File: src/rtl/dcm_pkg.sv
package dcm_pkg;

    typedef enum logic [2:0] {
        ST_INIT  = 3'd0,
        ST_DATA  = 3'd1,
        ST_HOFF  = 3'd2,
        ST_WAIT0 = 3'd3,
        ST_WAIT1 = 3'd4,
        ST_READY = 3'd5
    } dcm_state_e;

    typedef struct packed {
        logic fsync_oe;
        logic fsync_zero;
        logic tsout_zero;
        logic sdtx_oe;
        logic sdtx_zero;
        logic sclk_oe;
    } dcm_pins_t;

endpackage

File: src/rtl/dcm_sync.sv
module dcm_sync #(
    parameter int STAGES = 2
) (
    input  logic clk,
    input  logic rst_n,
    input  logic d_a,
    output logic q
);
    logic [STAGES-1:0] sh_q;

    generate
        for (genvar g = 0; g < STAGES; g++) begin : g_stage
            always_ff @(posedge clk or negedge rst_n) begin
                if (!rst_n) begin
                    sh_q[g] <= 1'b0;
                end else if (g == 0) begin
                    sh_q[g] <= d_a;
                end else begin
                    sh_q[g] <= sh_q[(g == 0) ? 0 : g-1];
                end
            end
        end
    endgenerate

    assign q = sh_q[STAGES-1];
endmodule

File: src/rtl/dcm_seq.sv
module dcm_seq
    import dcm_pkg::*;
#(
    parameter int SYNC_STAGES  = 2,
    parameter int HANDOVER_CYC = 3,
    parameter int CNT_W        = 2
) (
    input  logic             clk,
    input  logic             rst_n,
    input  logic             dc_s,
    input  logic             its_bit,
    input  logic             is_master,
    input  logic             word_vld,
    input  logic             word_dcb,
    output dcm_state_e       st,
    output logic [CNT_W-1:0] cnt,
    output logic             its_cap,
    output logic             mst_cap,
    output logic             cal_pulse,
    output logic             dflt_pulse
);
    localparam logic [CNT_W-1:0] INIT_LAST = CNT_W'(SYNC_STAGES);
    localparam logic [CNT_W-1:0] HOFF_LAST = CNT_W'(HANDOVER_CYC - 1);

    typedef struct packed {
        dcm_state_e       st;
        logic [CNT_W-1:0] cnt;
        logic             its;
        logic             mst;
        logic             cal;
        logic             dflt;
    } seq_t;

    seq_t r_q, r_d;

    always_comb begin
        r_d      = r_q;
        r_d.cal  = 1'b0;
        r_d.dflt = 1'b0;
        case (r_q.st)
            ST_INIT: begin
                if (r_q.cnt == INIT_LAST) begin
                    r_d.st   = dc_s ? ST_DATA : ST_WAIT0;
                    r_d.cnt  = '0;
                    r_d.cal  = 1'b1;
                    r_d.dflt = 1'b1;
                end else begin
                    r_d.cnt = r_q.cnt + 1'b1;
                end
            end
            ST_DATA: begin
                if (!dc_s) begin
                    r_d.st   = ST_HOFF;
                    r_d.cnt  = '0;
                    r_d.its  = its_bit;
                    r_d.mst  = is_master;
                    r_d.dflt = 1'b1;
                end
            end
            ST_HOFF: begin
                if (r_q.cnt == HOFF_LAST) begin
                    r_d.st  = ST_WAIT0;
                    r_d.cnt = '0;
                end else begin
                    r_d.cnt = r_q.cnt + 1'b1;
                end
            end
            ST_WAIT0: begin
                if (word_vld && !word_dcb) r_d.st = ST_WAIT1;
            end
            ST_WAIT1: begin
                if (word_vld && word_dcb) r_d.st = ST_READY;
            end
            ST_READY: begin
                if (word_vld && !word_dcb) begin
                    r_d.st = ST_WAIT1;
                end else if (dc_s) begin
                    r_d.st  = ST_DATA;
                    r_d.cal = 1'b1;
                end
            end
            default: r_d.st = ST_INIT;
        endcase
    end

    always_ff @(posedge clk or negedge rst_n) begin
        if (!rst_n) begin
            r_q <= '{st: ST_INIT, cnt: '0, its: 1'b0, mst: 1'b0, cal: 1'b0, dflt: 1'b0};
        end else begin
            r_q <= r_d;
        end
    end

    assign st         = r_q.st;
    assign cnt        = r_q.cnt;
    assign its_cap    = r_q.its;
    assign mst_cap    = r_q.mst;
    assign cal_pulse  = r_q.cal;
    assign dflt_pulse = r_q.dflt;
endmodule

File: src/rtl/dcm_pin_dec.sv
module dcm_pin_dec
    import dcm_pkg::*;
#(
    parameter int CNT_W         = 2,
    parameter int HANDOVER_CYC  = 3,
    parameter int FSYNC_LOW_CYC = 1,
    parameter int SDTX_LOW_CYC  = 1
) (
    input  dcm_state_e       st,
    input  logic [CNT_W-1:0] cnt,
    input  logic             its_cap,
    input  logic             mst_cap,
    input  logic             live_mst,
    output dcm_pins_t        pins
);
    localparam logic [CNT_W-1:0] FS_END = CNT_W'(FSYNC_LOW_CYC);
    localparam logic [CNT_W-1:0] SD_END = CNT_W'(SDTX_LOW_CYC);
    localparam logic [CNT_W-1:0] CK_END = CNT_W'(HANDOVER_CYC);

    logic slow_mst, slow_slv;

    always_comb begin
        slow_mst = mst_cap && !its_cap;
        slow_slv = !mst_cap && !its_cap;
        pins     = '0;
        case (st)
            ST_INIT: begin
                pins.tsout_zero = 1'b1;
            end
            ST_DATA: begin
                pins.fsync_oe = live_mst;
                pins.sclk_oe  = live_mst;
                pins.sdtx_oe  = 1'b1;
            end
            ST_HOFF: begin
                pins.tsout_zero = 1'b1;
                pins.fsync_oe   = slow_mst && (cnt < FS_END);
                pins.fsync_zero = slow_mst && (cnt < FS_END);
                pins.sclk_oe    = slow_mst && (cnt < CK_END);
                pins.sdtx_oe    = slow_slv && (cnt < SD_END);
                pins.sdtx_zero  = slow_slv && (cnt < SD_END);
            end
            default: begin
                pins.sdtx_oe = 1'b1;
            end
        endcase
    end
endmodule

File: src/rtl/dcmode_handoff.sv
module dcmode_handoff
    import dcm_pkg::*;
#(
    parameter int SYNC_STAGES   = 2,
    parameter int HANDOVER_CYC  = 3,
    parameter int FSYNC_LOW_CYC = 1,
    parameter int SDTX_LOW_CYC  = 1
) (
    input  logic clk,
    input  logic rst_n,
    input  logic dc_sel_a,
    input  logic its_bit,
    input  logic is_master,
    input  logic word_vld,
    input  logic word_dcb,
    output logic fsync_oe,
    output logic fsync_zero,
    output logic tsout_zero,
    output logic sdtx_oe,
    output logic sdtx_zero,
    output logic sclk_oe,
    output logic data_mode,
    output logic dflt_load,
    output logic cal_req
);
    localparam int CNT_MAX = (SYNC_STAGES > HANDOVER_CYC) ? SYNC_STAGES : HANDOVER_CYC;
    localparam int CNT_W   = $clog2(CNT_MAX + 1);

    logic             dc_s;
    dcm_state_e       st;
    logic [CNT_W-1:0] cnt;
    logic             its_cap, mst_cap;
    dcm_pins_t        pins;

    dcm_sync #(.STAGES(SYNC_STAGES)) u_sync (
        .clk(clk), .rst_n(rst_n), .d_a(dc_sel_a), .q(dc_s)
    );

    dcm_seq #(
        .SYNC_STAGES(SYNC_STAGES), .HANDOVER_CYC(HANDOVER_CYC), .CNT_W(CNT_W)
    ) u_seq (
        .clk(clk), .rst_n(rst_n), .dc_s(dc_s), .its_bit(its_bit),
        .is_master(is_master), .word_vld(word_vld), .word_dcb(word_dcb),
        .st(st), .cnt(cnt), .its_cap(its_cap), .mst_cap(mst_cap),
        .cal_pulse(cal_req), .dflt_pulse(dflt_load)
    );

    dcm_pin_dec #(
        .CNT_W(CNT_W), .HANDOVER_CYC(HANDOVER_CYC),
        .FSYNC_LOW_CYC(FSYNC_LOW_CYC), .SDTX_LOW_CYC(SDTX_LOW_CYC)
    ) u_dec (
        .st(st), .cnt(cnt), .its_cap(its_cap), .mst_cap(mst_cap),
        .live_mst(is_master), .pins(pins)
    );

    assign fsync_oe   = pins.fsync_oe;
    assign fsync_zero = pins.fsync_zero;
    assign tsout_zero = pins.tsout_zero;
    assign sdtx_oe    = pins.sdtx_oe;
    assign sdtx_zero  = pins.sdtx_zero;
    assign sclk_oe    = pins.sclk_oe;
    assign data_mode  = (st == ST_DATA);
endmodule

File: config.mk
export PLATFORM = sky130hd
export DESIGN_NAME = dcmode_handoff
export DESIGN_NICKNAME = d
export VERILOG_FILES = /design/src/rtl/dcm_pkg.sv /design/src/rtl/dcm_sync.sv /design/src/rtl/dcm_seq.sv /design/src/rtl/dcm_pin_dec.sv /design/src/rtl/dcmode_handoff.sv
export SDC_FILE = /design/constraint.sdc
export NUM_CORES = 1
export LEC_CHECK = 0
export CELL_PAD_IN_SITES_DETAIL_PLACEMENT = 0
export CELL_PAD_IN_SITES_GLOBAL_PLACEMENT = 1
export CORE_MARGIN = 2
export CORE_UTILIZATION = 28
export CTS_CLUSTER_SIZE = 28
export DETAILED_ROUTE_END_ITERATION = 8
export DONT_BUFFER_PORTS = 1
export PLACE_DENSITY_LB_ADDON = 0.12
export SLEW_MARGIN = 20
export SYNTH_ARGS = -nofsm -noshare
export SYNTH_HDL_FRONTEND = slang
export SYNTH_HIERARCHICAL = 1
export SYNTH_SLANG_ARGS = --single-unit
export TNS_END_PERCENT = 1
File: constraint.sdc
create_clock -name clk -period 2 [get_ports clk]
set_clock_uncertainty 0.05 [all_clocks]
set_input_delay 0.5 -clock clk [delete_from_list [all_inputs] [get_ports clk]]
set_output_delay 0.5 -clock clk [all_outputs]
set_load 0.01 [all_outputs]
==> flow_metrics.py, run 1 <==
metrics = {
    "run_status": {
        "status": "finished with violations",
        "violations": "negative setup slack",
    },
    "critical_path": {
        "crit_fanout": 4,
        "reg2reg_slack_ps": 540,
        "path_depth": 3,
        "path_class": "reg -> out",
        "crit_path_end_kind": "output pin",
        "path_delay_family": "simple AND/OR/NAND/NOR gates",
        "r2r-start": "u_seq/st[2]$_DFFE_PN0P_",
        "cp_slowest_cell": "or4b_4",
        "endpoint": "fsync_oe",
        "r2r_end": "u_seq/its_cap$_DFFE_PN0P_",
        "critPathLaunchType": "register",
        "reg2reg_depth": 3,
        "crit_path_start": "u_seq/cnt[0]$_DFFE_PN0P_",
        "critPathBufInv": 1,
        "path_cells": "or4b_4 -> o41ai_2 -> buf_4",
        "worstPathRequired_ps": 1450,
        "critPathMaxStageDelay_ps": 570,
        "crit_arrival_ps": 1600,
    },
    "grt": {
        "grt_pass1_vias": 503,
        "antenna_found_initial": 0,
        "grt.total_usage_pct": 11.9,
        "grt_max_degree": 25,
        "grt_overflow": 0,
        "grt_pass1_wl_um": 2400,
    },
    "finish": {
        "fillCellCount": 254,
        "n_antenna_cell": 0,
        "finalNonFillerCells": 111,
        "nNetsFinal": 89,
        "layout-drive-gt1-share_pct": 29.6,
        "area_growth_pct": 18.6,
        "multi_input_area_um2": 379,
        "regArea_um2": 277,
    },
    "die": {
        "chipHeight_um": 53.8,
        "core_area_um2": 2410,
        "fp-row-count": 18,
        "io_pins": 16,
        "floorplan.initialDensity_pct": 28.8,
        "dieArea_um2": 2890,
        "chipWidth_um": 53.8,
    },
    "drt": {
        "drt_iter0_markers": 14,
        "wl_per_cell_um": 13.9,
        "vias_per_cell": 5.08,
        "firstDrtPassIters": 4,
        "ant_nets": 0,
        "num_vias": 564,
        "wl_um": 1550,
        "drcViolationCount": 0,
    },
    "yosys": {
        "synth_flop_cell": "dfrtp_1",
        "synth_seq_area_share_pct": 39.6,
        "synth_nets": 76,
        "ys_seq_elements": 11,
        "yosys-top-cells-count": "dfrtp_1 (11), nor2_1 (7), nand2_1 (6)",
        "synth_top_area_share_pct": 39.6,
        "synthMostInstantiatedCell": "dfrtp_1",
        "synth_area_um2": 694,
        "syn_inst": 69,
        "synth_area_leaders": "dfrtp_1 (40%), nor2_1 (3.8%), nor4b_4 (3.4%), buf_6 (3.2%), mux2_2 (3.2%)",
        "synth.avg_cell_area_um2": 10.1,
        "synth-async-reset-ratio_pct": 100,
        "synth.distinct_cells": 34,
        "ys.warnings.count": 6,
        "synth_edf_count": 0,
        "yosysTopAreaCell": "dfrtp_1",
    },
    "timing": {
        "worstMarginPinSlew_ps": 513,
        "fin_crit_ps": 2150,
        "setup_slack_ps": -150,
        "slew_violations": 0,
        "rsz0062_at_grt": "true",
        "relSlewSlack_pct": 65.7,
        "hold_viol_final": 0,
        "fin_crit_sh_pct": 108,
        "clock.fmax_mhz": 465,
        "setup_viol": 5,
    },
    "placed_design": {
        "globalplace.congestion": 0.710,
        "place_inst": 106,
        "post-dp-hpwl_um": 1100,
        "port_buffers": 0,
    },
    "clock_tree": {
        "clock_latency_ps": 260,
        "cts_max_level": 1,
        "cts_buffer_depth": 2,
        "clkSinkCount": 11,
        "post-cts-setup-buffers": 0,
        "cts_inserted_buffers": 3,
        "cts.clk_slew.worst_paths_ps": 70,
        "cts-root-buf": "clkbuf_4",
        "cts_tree": "yes",
    },
    "hold_path": {
        "hold_path_class": "in -> reg",
    },
    "run": {
        "max_cap_violations": 0,
    },
    "power": {
        "pwr-share-clk_pct": 12.1,
        "power_density_nw_per_um2": 1510,
        "p_switching_uw": 517,
        "finalPower_mw": 1.25,
        "p_int_uw": 728,
        "vdd_ir_drop_max_v": 0.000688,
        "switching_share_pct": 41.5,
        "power_frac_comb_pct": 57.5,
        "p_seq_share_pct": 30.4,
        "p_leak_nw": 0.351,
    },
}
==> power by group through the flow <==
stage / logic (mW) / clock network [mW] / registers, mW
global route: 0.779 / 0.175 / 0.390
finish: 0.716 / 0.151 / 0.378
floorplan: 0.469 / 0 / 0.401
CTS: 0.720 / 0.160 / 0.379
detailed placement: 0.703 / 0 / 0.381
global placement: 0.710 / 0 / 0.382
==> registers in the layout, indices dropped and copies added (netlist names) <==
register and flops:
u_seq/its_cap 1, u_seq/dflt_pulse 1, u_seq/st 3, u_sync/sh_q 1, u_sync/q 1, u_seq/cal_pulse 1, u_seq/mst_cap 1, u_seq/cnt 2
==> worst min-delay path by stage <==
stage | start | to | slack [ps] | cells past startpoint
detailed placement | rst_n | u_sync/sh_q[0]$_DFF_PN0_ | 150 | 0
global placement | rst_n | u_sync/sh_q[0]$_DFF_PN0_ | 150 | 0
CTS | dc_sel_a | u_sync/sh_q[0]$_DFF_PN0_ | 200 | 0
floorplan | rst_n | u_seq/cal_pulse$_DFF_PN0_ | 150 | 0
global route | dc_sel_a | u_sync/sh_q[0]$_DFF_PN0_ | 190 | 0
finish | dc_sel_a | u_sync/sh_q[0]$_DFF_PN0_ | 210 | 0
==> stage by stage <==
step / area [um2] / hold WS [ps] / worst slack, ps / util (%) / setup TNS (ps)
finish: 823 / 214 / -150 / 34.2 / -490
global route: 823 / 186 / -198 / 34.2 / -758
CTS: 823 / 200 / -167 / 34.2 / -565
detailed placement: 779 / 155 / 111 / 32.3 / 0
global placement: 779 / 155 / 160 / 32.3 / 0
floorplan: 694 / 154 / 112 / - / 0
==> final cells by class <==
cell class | count | share of cell area [%]
Clock buffer | 4 | 3.19
Sequential cell | 11 | 33.6
Inverter | 1 | 0.456
Multi-Input combinational cell | 52 | 46.0
Tap cell | 30 | 4.56
Timing Repair Buffer | 13 | 12.2
==> timing repair <==
item / in CTS / in global routing
hold endpoints to repair: 11 / 0
hold buffers: 1 / 0
setup endpoints to repair: 5 / 5
pin swaps: 0 / 1
cloned: 0 / 0
resized for setup: 2 / 0
==> per-layer routing <==
layer  vias up  GRT usage [%]  share of wire, %
li1        282              -                 -
met1       269           16.5                50
met2        11           17.1                44
met3         2           2.78               4.3
met4         0           6.41               1.1
met5         -              0                 0
==> cells by family after synthesis <==
logic type | synth area share, %
simple gates | 25.8
compound gates | 23.2
buf+inv | 6.66
mux | 4.68
flops | 39.6
==> placed cells by master, fill, tap and decap left out, types with 2 or more instances in the layout <==
cell,count
nand2b_1,3
o41ai_1,2
nor2_1,7
buf_4,12
dfrtp_1,10
o21a_1,2
clkbuf_4,3
a21oi_1,2
a211oi_1,2
mux2_2,2
o21ai_0,3
nor2b_1,2
nand2_1,6
a31oi_1,2
(Power assumes the default switching activity.)
==> run 2: changes to the inputs <==
==> constraint.sdc (replaced) <==
create_clock -name clk -period 2 [get_ports clk]
set_clock_uncertainty 0.05 [all_clocks]
set_input_delay 0.4 -clock clk [delete_from_list [all_inputs] [get_ports clk]]
set_output_delay 0.4 -clock clk [all_outputs]
set_load 0.01 [all_outputs]
==> run 2 against run 1 <==
  * The run still ends with negative setup slack left
  * Setup slack improved by 83 ps
  * Combinational power shrank 0.7%
  * Wire length is 3.4% higher
  * Via count did not move
  * Critical path depth unchanged
  * First-iteration DRC count fell by 71%
  * Utilization fell by 0.31 points
  * Cell count down 0.90%
  * Die area stayed put
  * Final area is 0.91% lower
  * Total power is 0.57% lower
  * Largest power group unchanged
==> flow_metrics.py, run 2 (same netlist as run 1, synthesis figures left out) <==
metrics = {
    "run_status": {
        "status": "finished with violations",
        "violations": "negative setup slack",
    },
    "finish": {
        "nNetsFinal": 88,
        "n_antenna_cell": 0,
        "regArea_um2": 277,
        "layout-drive-gt1-share_pct": 28.7,
        "layout_commonest_cell": "buf_4",
        "area_growth_pct": 17.5,
        "post-route-util_pct": 33.9,
        "largest_reg_flops": 3,
        "final_cell_mix": "buf_4 (11), dfrtp_1 (10), nor2_1 (7)",
        "stdcell_area_um2": 816,
        "fillCellCount": 247,
        "multi_input_area_um2": 379,
    },
    "power": {
        "power_frac_comb_pct": 57.4,
        "pwr-share-clk_pct": 12.4,
        "power_density_nw_per_um2": 1520,
        "p_int_uw": 714,
        "vdd_ir_drop_max_v": 0.000498,
        "p_seq_share_pct": 30.2,
        "switching_share_pct": 42.3,
        "p_leak_nw": 0.347,
        "p_switching_uw": 524,
    },
    "clock_tree": {
        "cts.clk_slew.worst_paths_ps": 70,
        "clkSinkCount": 11,
        "cts_max_level": 1,
        "cts_inserted_buffers": 3,
        "clock_latency_ps": 270,
        "cts_buffer_depth": 2,
        "cts-root-buf": "clkbuf_4",
        "cts_tree": "yes",
    },
    "timing": {
        "fin_crit_ps": 2070,
        "relSlewSlack_pct": 65.7,
        "setup_viol": 3,
        "worstMarginPinSlew_ps": 512,
        "slew_violations": 0,
        "setup_slack_ps": -67.6,
        "clock.fmax_mhz": 484,
        "rsz0062_at_grt": "true",
        "hold_viol_final": 0,
        "fin_crit_sh_pct": 103,
    },
    "die": {
        "floorplan.initialDensity_pct": 28.8,
        "io_pins": 16,
        "core_area_um2": 2410,
        "dieArea_um2": 2890,
        "fp-row-count": 18,
        "chipWidth_um": 53.8,
        "chipHeight_um": 53.8,
    },
    "grt": {
        "grt_pass1_wl_um": 2420,
        "grt.total_usage_pct": 12.0,
        "grt_max_degree": 25,
        "antenna_found_initial": 0,
        "grt_overflow": 0,
        "grt_pass1_vias": 496,
    },
    "drt": {
        "drt_iter0_markers": 4,
        "vias_per_cell": 5.13,
        "firstDrtPassIters": 4,
        "wl_um": 1600,
        "ant_nets": 0,
        "drcViolationCount": 0,
        "wl_per_cell_um": 14.5,
        "num_vias": 564,
    },
    "placed_design": {
        "post-dp-hpwl_um": 1080,
        "globalplace.congestion": 0.706,
        "port_buffers": 0,
        "dpl_cell_area_um2": 757,
    },
    "critical_path": {
        "crit_path_end_kind": "output pin",
        "crit_path_start": "u_seq/cnt[1]$_DFFE_PN0P_",
        "crit_fanout": 4,
        "crit_arrival_ps": 1620,
        "reg2reg_slack_ps": 520,
        "reg2reg_depth": 3,
        "path_class": "reg -> out",
        "endpoint": "fsync_oe",
        "critPathLaunchType": "register",
        "r2r-start": "u_seq/st[1]$_DFFE_PN0P_",
        "worstPathRequired_ps": 1550,
        "r2r_end": "u_seq/its_cap$_DFFE_PN0P_",
    },
    "hold_path": {
        "hold_path_class": "in -> reg",
    },
    "run": {
        "max_cap_violations": 0,
    },
}
## run 2: changes by cell type in the layout (fill, tap and decap cells not counted), sizes merged
cell	change
buf	-1
## run 2: worst max-delay path, cell delays in order, from the launching register on
cell and delay [ps]:
dfrtp_1 390, or4b_4 580, o41ai_2 210, buf_4 170
## run 2: worst min path at each step
stage / from / to / slack [ps] / cells past startpoint
3_3_place_gp: rst_n / u_sync/sh_q[0]$_DFF_PN0_ / 50 / 0
2_1_floorplan: rst_n / u_seq/cal_pulse$_DFF_PN0_ / 50 / 0
5_1_grt: dc_sel_a / u_sync/sh_q[0]$_DFF_PN0_ / 90 / 0
4_1_cts: dc_sel_a / u_sync/sh_q[0]$_DFF_PN0_ / 100 / 0
6_report: dc_sel_a / u_sync/sh_q[0]$_DFF_PN0_ / 110 / 0
3_5_place_dp: rst_n / u_sync/sh_q[0]$_DFF_PN0_ / 50 / 0
## run 2: stage by stage
stage               total power, mW  std cells  TNS (ps)  setup slack, ps  hold WS (ps)
floorplan                     0.870         69         0              212          54.4
CTS                            1.24        110      -134            -60.0          95.5
finish                         1.24        110      -121            -67.6           106
global placement               1.05        103         0              210          54.7
global route                   1.33        110      -282             -102          87.0
detailed placement             1.04        103         0              200          54.7
## run 2: cell type report
cell class / instances / area share (%)
clock buffer: 4 / 3.22
inverter: 1 / 0.460
multi-input combinational: 52 / 46.5
sequential: 11 / 33.9
tap: 30 / 4.60
timing repair buffer: 12 / 11.3
## run 2: repair_timing
item	CTS	global route
endpoints found under the hold margin	11	0
endpoints found under the setup margin	4	5
hold buffers	1	0
resized for setup	1	1
pin swaps	1	1
setup buffers	2	0
## run 2: routing by layer
layer  GRT usage, %  wire (um)  part of all wire (%)
met1           16.9        798                    50
met2           16.1        685                    43
met3           3.89         85                   5.3
met4           6.41         30                   1.9
met5              0          0                     0
## run 2: power by group through the flow
stage | clock, mW | combinational, mW | sequential (mW)
floorplan | 0 | 0.469 | 0.401
global placement | 0 | 0.656 | 0.396
detailed placement | 0 | 0.649 | 0.393
CTS | 0.162 | 0.704 | 0.374
global route | 0.172 | 0.775 | 0.382
finish | 0.154 | 0.711 | 0.374
